File: src/rtl/csr_front_pkg.sv
package csr_front_pkg;

    localparam int CSR_ADDR_W = 12;
    localparam int CNT_SLOTS  = 32;
    localparam int CNT_IDX_W  = $clog2(CNT_SLOTS);
    localparam int PAGE_W     = CSR_ADDR_W - CNT_IDX_W;

    localparam logic [PAGE_W-1:0] CNT_LO_PAGE = 7'h60;
    localparam logic [PAGE_W-1:0] CNT_HI_PAGE = 7'h64;

    typedef enum logic [1:0] {
        OP_READ  = 2'd0,
        OP_WRITE = 2'd1,
        OP_SET   = 2'd2,
        OP_CLEAR = 2'd3
    } csr_op_e;

    typedef enum logic [1:0] {
        PRV_USER  = 2'd0,
        PRV_SUPER = 2'd1,
        PRV_RSVD  = 2'd2,
        PRV_MACH  = 2'd3
    } priv_e;

    typedef struct packed {
        logic [1:0]           min_priv;
        logic                 read_only;
        logic                 is_counter;
        logic [CNT_IDX_W-1:0] cnt_idx;
    } addr_info_t;

endpackage

File: src/rtl/csr_addr_decode.sv
module csr_addr_decode
    import csr_front_pkg::*;
(
    input  logic [CSR_ADDR_W-1:0] addr,
    output addr_info_t            info
);

    logic [PAGE_W-1:0] page;

    assign page = addr[CSR_ADDR_W-1:CNT_IDX_W];

    always_comb begin
        info.min_priv   = addr[9:8];
        info.read_only  = &addr[11:10];
        info.is_counter = (page == CNT_LO_PAGE) || (page == CNT_HI_PAGE);
        info.cnt_idx    = addr[CNT_IDX_W-1:0];
    end

endmodule

File: src/rtl/csr_counter_gate.sv
module csr_counter_gate
    import csr_front_pkg::*;
#(
    parameter int NCNT = 32
) (
    input  logic [1:0]           cur_priv,
    input  logic [NCNT-1:0]      mcen,
    input  logic [NCNT-1:0]      scen,
    input  logic [CNT_IDX_W-1:0] idx,
    output logic                 allowed
);

    logic below_mach;
    logic below_super;
    logic [CNT_SLOTS-1:0] slot_en;

    assign below_mach  = cur_priv < 2'(PRV_MACH);
    assign below_super = cur_priv < 2'(PRV_SUPER);

    // Chained enable per slot: machine mask first, supervisor mask second.
    for (genvar i = 0; i < CNT_SLOTS; i++) begin : g_slot
        if (i < NCNT) begin : g_present
            assign slot_en[i] = (~below_mach  | mcen[i]) &
                                (~below_super | scen[i]);
        end else begin : g_absent
            assign slot_en[i] = 1'b0;
        end
    end

    assign allowed = slot_en[idx];

endmodule

File: src/rtl/csr_op_expand.sv
module csr_op_expand
    import csr_front_pkg::*;
#(
    parameter int XLEN = 32
) (
    input  logic [1:0]      op,
    input  logic [XLEN-1:0] operand,
    output logic [XLEN-1:0] wmask,
    output logic [XLEN-1:0] wval
);

    always_comb begin
        unique case (csr_op_e'(op))
            OP_READ: begin
                wmask = '0;
                wval  = '0;
            end
            OP_WRITE: begin
                wmask = '1;
                wval  = operand;
            end
            OP_SET: begin
                wmask = operand;
                wval  = '1;
            end
            OP_CLEAR: begin
                wmask = operand;
                wval  = '0;
            end
            default: begin
                wmask = '0;
                wval  = '0;
            end
        endcase
    end

endmodule

File: src/rtl/csr_rmw_merge.sv
module csr_rmw_merge #(
    parameter int XLEN = 32
) (
    input  logic            valid,
    input  logic            illegal,
    input  logic [XLEN-1:0] old_val,
    input  logic [XLEN-1:0] wmask,
    input  logic [XLEN-1:0] wval,
    output logic            we,
    output logic [XLEN-1:0] merged
);

    assign merged = (old_val & ~wmask) | (wval & wmask);
    assign we     = valid & ~illegal & (|wmask);

endmodule

File: src/rtl/csr_access_front.sv
module csr_access_front
    import csr_front_pkg::*;
#(
    parameter int XLEN = 32,
    parameter int NCNT = 32
) (
    input  logic                  req_valid,
    input  logic [1:0]            req_op,
    input  logic [CSR_ADDR_W-1:0] req_addr,
    input  logic [XLEN-1:0]       req_operand,
    input  logic [1:0]            cur_priv,
    input  logic [NCNT-1:0]       mcounter_en,
    input  logic [NCNT-1:0]       scounter_en,
    output logic [CSR_ADDR_W-1:0] rf_addr,
    input  logic [XLEN-1:0]       rf_rdata,
    input  logic                  rf_hit,
    output logic                  rf_we,
    output logic [XLEN-1:0]       rf_wdata,
    output logic [XLEN-1:0]       rsp_old,
    output logic                  rsp_illegal
);

    addr_info_t      info;
    logic            cnt_allowed;
    logic [XLEN-1:0] wmask;
    logic [XLEN-1:0] wval;
    logic            priv_low;
    logic            ro_viol;
    logic            cnt_viol;
    logic            fault;

    csr_addr_decode u_decode (
        .addr (req_addr),
        .info (info)
    );

    csr_counter_gate #(.NCNT(NCNT)) u_gate (
        .cur_priv (cur_priv),
        .mcen     (mcounter_en),
        .scen     (scounter_en),
        .idx      (info.cnt_idx),
        .allowed  (cnt_allowed)
    );

    csr_op_expand #(.XLEN(XLEN)) u_expand (
        .op      (req_op),
        .operand (req_operand),
        .wmask   (wmask),
        .wval    (wval)
    );

    // Fault sources are independent; any one of them blocks the access.
    assign priv_low = cur_priv < info.min_priv;
    assign ro_viol  = info.read_only & (|wmask);
    assign cnt_viol = info.is_counter & ~cnt_allowed;
    assign fault    = ~rf_hit | priv_low | ro_viol | cnt_viol;

    csr_rmw_merge #(.XLEN(XLEN)) u_merge (
        .valid   (req_valid),
        .illegal (fault),
        .old_val (rf_rdata),
        .wmask   (wmask),
        .wval    (wval),
        .we      (rf_we),
        .merged  (rf_wdata)
    );

    assign rf_addr     = req_addr;
    assign rsp_illegal = req_valid & fault;
    assign rsp_old     = (req_valid & ~fault) ? rf_rdata : '0;

endmodule

File: config.mk
export PLATFORM = sky130hd
export DESIGN_NAME = csr_access_front
export DESIGN_NICKNAME = d
export VERILOG_FILES = /design/src/rtl/csr_front_pkg.sv /design/src/rtl/csr_addr_decode.sv /design/src/rtl/csr_counter_gate.sv /design/src/rtl/csr_op_expand.sv /design/src/rtl/csr_rmw_merge.sv /design/src/rtl/csr_access_front.sv
export SDC_FILE = /design/constraint.sdc
export NUM_CORES = 1
export LEC_CHECK = 0
export ABC_AREA = 1
export BUFFER_PORTS_ARGS = -buffer_cell sky130_fd_sc_hd__buf_2
export CAP_MARGIN = 20
export CORE_AREA = 2 2 87 89
export DETAILED_ROUTE_END_ITERATION = 7
export DIE_AREA = 0 0 89 91
export PLACE_DENSITY = 0.87
export SLEW_MARGIN = 30
export SYNTH_ARGS = -nofsm -noshare
export SYNTH_HDL_FRONTEND = slang
export SYNTH_HIERARCHICAL = 1
export SYNTH_SLANG_ARGS = --single-unit
File: constraint.sdc
create_clock -name vclk -period 5.2
set_clock_uncertainty 0.15 [all_clocks]
set_input_delay 1.04 -clock vclk [all_inputs]
set_output_delay 1.04 -clock vclk [all_outputs]
set_load 0.01 [all_outputs]
==> flow_summary.html <==
<table>
<tr><th>Metric</th><th>Value</th></tr>
<tr><th colspan="2">STA</th></tr>
<tr><td>Period utilization</td><td>0.893</td></tr>
<tr><td>Final setup violation count</td><td>0</td></tr>
<tr><td>Minimum setup slack in the final design</td><td>0.558 ns</td></tr>
<tr><td>Pins over their slew limit</td><td>0</td></tr>
<tr><td>Crit path time final</td><td>4.64 ns</td></tr>
<tr><td>Final Hold Vio Count</td><td>0</td></tr>
<tr><td>Accumulated negative setup slack</td><td>0 ns</td></tr>
<tr><td>Slew at the pin closest to its max-slew limit</td><td>0.667 ns</td></tr>
<tr><td>Unrepaired setup endpoints after global routing</td><td>no</td></tr>
<tr><td>Max-slew headroom</td><td>0.554</td></tr>
<tr><td>Max frequency</td><td>215 MHz</td></tr>
<tr><th colspan="2">Critical path</th></tr>
<tr><td>Kind of start point of the critical path</td><td>input port</td></tr>
<tr><td>Kind of critical path</td><td>input port to output pin</td></tr>
<tr><td>Maximum cell stage delay along the critical path</td><td>0.49 ns</td></tr>
<tr><td>Required time reported for the critical path endpoint</td><td>4.01 ns</td></tr>
<tr><td>Max FO, Critical Path</td><td>32</td></tr>
<tr><td>CP Data Arrival Time</td><td>3.45 ns</td></tr>
<tr><td>CP max-delay cell</td><td>sky130_fd_sc_hd__nand3_4</td></tr>
<tr><td>Crit-path most repeated cell</td><td>sky130_fd_sc_hd__nand3_1</td></tr>
<tr><td>Category of cells accounting for the largest share of critical-path delay</td><td>simple AND/OR/NAND/NOR gates</td></tr>
<tr><td>Combined buffer and inverter count along the critical path</td><td>2</td></tr>
<tr><td>Critical Path Sink Type</td><td>output pin</td></tr>
<tr><td>Critical path, cell by cell</td><td>buf_2, nand2_2, nand2_1, nand3_1, nand3_1, nand3_1, nand3_1, nand3_1, nand2_1, o21ai_0, nor2_1, nand3_4, nor2_2, buf_2</td></tr>
<tr><th colspan="2">Yosys</th></tr>
<tr><td>Sequential element share of the synthesized area</td><td>0</td></tr>
<tr><td>Yosys warnings</td><td>6</td></tr>
<tr><td>Synthesized area</td><td>2880 um^2</td></tr>
<tr><td>Mapped Avg Cell Area</td><td>5.17 um^2</td></tr>
<tr><td>Post-Syn Nets</td><td>704</td></tr>
<tr><td>Synthesized instance count</td><td>557</td></tr>
<tr><td>Netlist cell types</td><td>23</td></tr>
<tr><th colspan="2">Finish</th></tr>
<tr><td>Final Instance Count excl. Fillers</td><td>831</td></tr>
<tr><td>FF+latch area</td><td>0 um^2</td></tr>
<tr><td>FF+latch count</td><td>0</td></tr>
<tr><td>Final-layout clock buffer total</td><td>0</td></tr>
<tr><td>Share of layout cells above drive strength 1</td><td>0.419</td></tr>
<tr><td>Commonest cells after routing, fill and taps aside</td><td>sky130_fd_sc_hd__buf_2 (222), sky130_fd_sc_hd__nand2_1 (176), sky130_fd_sc_hd__inv_1 (104), sky130_fd_sc_hd__nand3_1 (94), sky130_fd_sc_hd__nor2_1 (47)</td></tr>
<tr><td>Most frequent standard cell in the layout excluding fill and tap cells</td><td>sky130_fd_sc_hd__buf_2</td></tr>
<tr><td>Antenna diodes</td><td>0</td></tr>
<tr><td>Synth-to-layout area growth</td><td>28.5%</td></tr>
<tr><td>Fin nets</td><td>881</td></tr>
<tr><th colspan="2">Drt</th></tr>
<tr><td>Average vias per placed instance</td><td>4.69</td></tr>
<tr><td>Routed WL</td><td>9980 um</td></tr>
<tr><td>DRC</td><td>0</td></tr>
<tr><td>Wire length per cell</td><td>12.0 um</td></tr>
<tr><td>Remaining antenna violation count</td><td>0</td></tr>
<tr><td>First drt pass iteration count</td><td>5</td></tr>
<tr><td>Vias post-DR</td><td>3900</td></tr>
<tr><td>Initial DRC count</td><td>188</td></tr>
<tr><th colspan="2">Power</th></tr>
<tr><td>Pwr per Cell Area</td><td>85.3 nW/um^2</td></tr>
<tr><td>Pwr Total</td><td>0.316 mW</td></tr>
<tr><td>Peak VDD IR</td><td>0.0000441 V</td></tr>
<tr><td>Leakage power</td><td>2.53 nW</td></tr>
<tr><th colspan="2">GRT</th></tr>
<tr><td>GRT Total Usage</td><td>0.230</td></tr>
<tr><td>Via count of the first global-routing pass</td><td>3467</td></tr>
<tr><td>Antenna violations before repair</td><td>1</td></tr>
<tr><td>Aggregate global routing overflow</td><td>0</td></tr>
<tr><td>Global-route wire length before repair</td><td>15400 um</td></tr>
<tr><td>Pin count of the biggest net entering global routing</td><td>34</td></tr>
<tr><th colspan="2">Min path</th></tr>
<tr><td>Class of the worst hold path</td><td>input port to output pin</td></tr>
<tr><th colspan="2">Floorplan</th></tr>
<tr><td>Area of the die</td><td>8100 um^2</td></tr>
<tr><td>Y dimension of the die</td><td>91 um</td></tr>
<tr><td>X dimension of the die</td><td>89 um</td></tr>
<tr><td>Core Box Area</td><td>7140 um^2</td></tr>
<tr><td>Number of top-level pins</td><td>224</td></tr>
<tr><td>Number of cell rows</td><td>31</td></tr>
<tr><td>Initial standard-cell utilization of the core</td><td>0.404</td></tr>
<tr><th colspan="2">Place</th></tr>
<tr><td>Routability congestion estimate</td><td>0.862</td></tr>
<tr><td>Post-Place Setup Slack</td><td>0.567 ns</td></tr>
<tr><td>Buffers added on ports</td><td>222</td></tr>
<tr><td>Number of cells in the design after placement</td><td>831</td></tr>
<tr><td>HPWL after detailed placement</td><td>8220 um</td></tr>
<tr><th colspan="2">Clock tree</th></tr>
<tr><td>Number of cells upsized or downsized after cts</td><td>0</td></tr>
<tr><td>Total of hold buffers inserted after clock tree synthesis</td><td>0</td></tr>
<tr><td>Number of post-CTS setup repair buffers</td><td>0</td></tr>
<tr><th colspan="2">Run</th></tr>
<tr><td>Max-capacitance violation count</td><td>0</td></tr>
<tr><th colspan="2">Outcome</th></tr>
<tr><td>Result of the run</td><td>completed</td></tr>
</table>
## routing by layer
layer / global-route usage / part of all wire / vias up
met5: 0 / 0 / -
met2: 0.440 / 0.52 / 187
li1: - / - / 2009
met4: 0.0348 / 0.013 / 0
met1: 0.272 / 0.39 / 1694
met3: 0.0245 / 0.072 / 10
## cell type report
| cell class | instances | area [um^2] |
|---|---|---|
| well taps | 99 | 124 |
| multi-input cells | 400 | 2040 |
| repair buffers | 224 | 1130 |
| inverters | 108 | 413 |
| fillers | 809 | 3430 |
## synthesized netlist by cell type
cell type	count	area (um^2)
sky130_fd_sc_hd__nand2_2	11	68.8
sky130_fd_sc_hd__mux2_2	32	360
sky130_fd_sc_hd__nand2_1	176	661
sky130_fd_sc_hd__nor2_2	29	181
sky130_fd_sc_hd__ha_1	1	12.5
sky130_fd_sc_hd__buf_8	1	15.0
sky130_fd_sc_hd__buf_6	16	180
sky130_fd_sc_hd__nor2_4	3	33.8
sky130_fd_sc_hd__a21boi_0	1	7.51
sky130_fd_sc_hd__inv_8	1	11.3
sky130_fd_sc_hd__buf_4	28	210
sky130_fd_sc_hd__inv_1	104	390
sky130_fd_sc_hd__nand3_4	1	17.5
sky130_fd_sc_hd__nor2_1	47	176
sky130_fd_sc_hd__inv_2	3	11.3
sky130_fd_sc_hd__nand3_1	94	470
sky130_fd_sc_hd__clkbuf_4	1	7.51
sky130_fd_sc_hd__o21ai_2	1	8.76
sky130_fd_sc_hd__o21ai_0	1	5.00
sky130_fd_sc_hd__nand2_8	1	20.0
sky130_fd_sc_hd__buf_2	3	15.0
sky130_fd_sc_hd__a21oi_1	1	5.00
sky130_fd_sc_hd__nand2_4	1	11.3
## report_power, final
| group | switching [mW] | internal [mW] | total, mW | leakage (nW) |
|---|---|---|---|---|
| sequential | 0 | 0 | 0 | 0 |
| combinational | 0.179 | 0.137 | 0.316 | 2.53 |
| clock | 0 | 0 | 0 | 0 |
| total | 0.179 | 0.137 | 0.316 | 2.53 |
## path summary, 6_finish.rpt
path / from / to / slack (ns) / depth (start not counted)
setup / recovery: cur_priv[1] / rsp_old[29] / 0.56 / 14
hold / removal: req_addr[7] / rf_addr[7] / 1.93 / 0
## per-stage QoR
stage / util / hold WS, ns / cell area, um^2
global route: 0.519 / 1.93 / 3700
detailed placement: 0.519 / 1.93 / 3700
global placement: 0.519 / 1.93 / 3700
floorplan: - / 2.02 / 2880
CTS: 0.519 / 1.93 / 3700
finish: 0.519 / 1.93 / 3700
## kinds of logic (layout without fill, tap and decap cells)
logic type               count (synthesis)  in the layout  share of synthesized area
AO/OA/AOI/OAI                            4              4                    0.00912
adder cells (fa/ha/maj)                  1              1                    0.00434
buffers and inverters                  157            332                      0.292
AND/OR/NAND/NOR                        363            363                      0.570
multiplexers                            32             32                      0.125
Power figures use the tool's default switching activity.
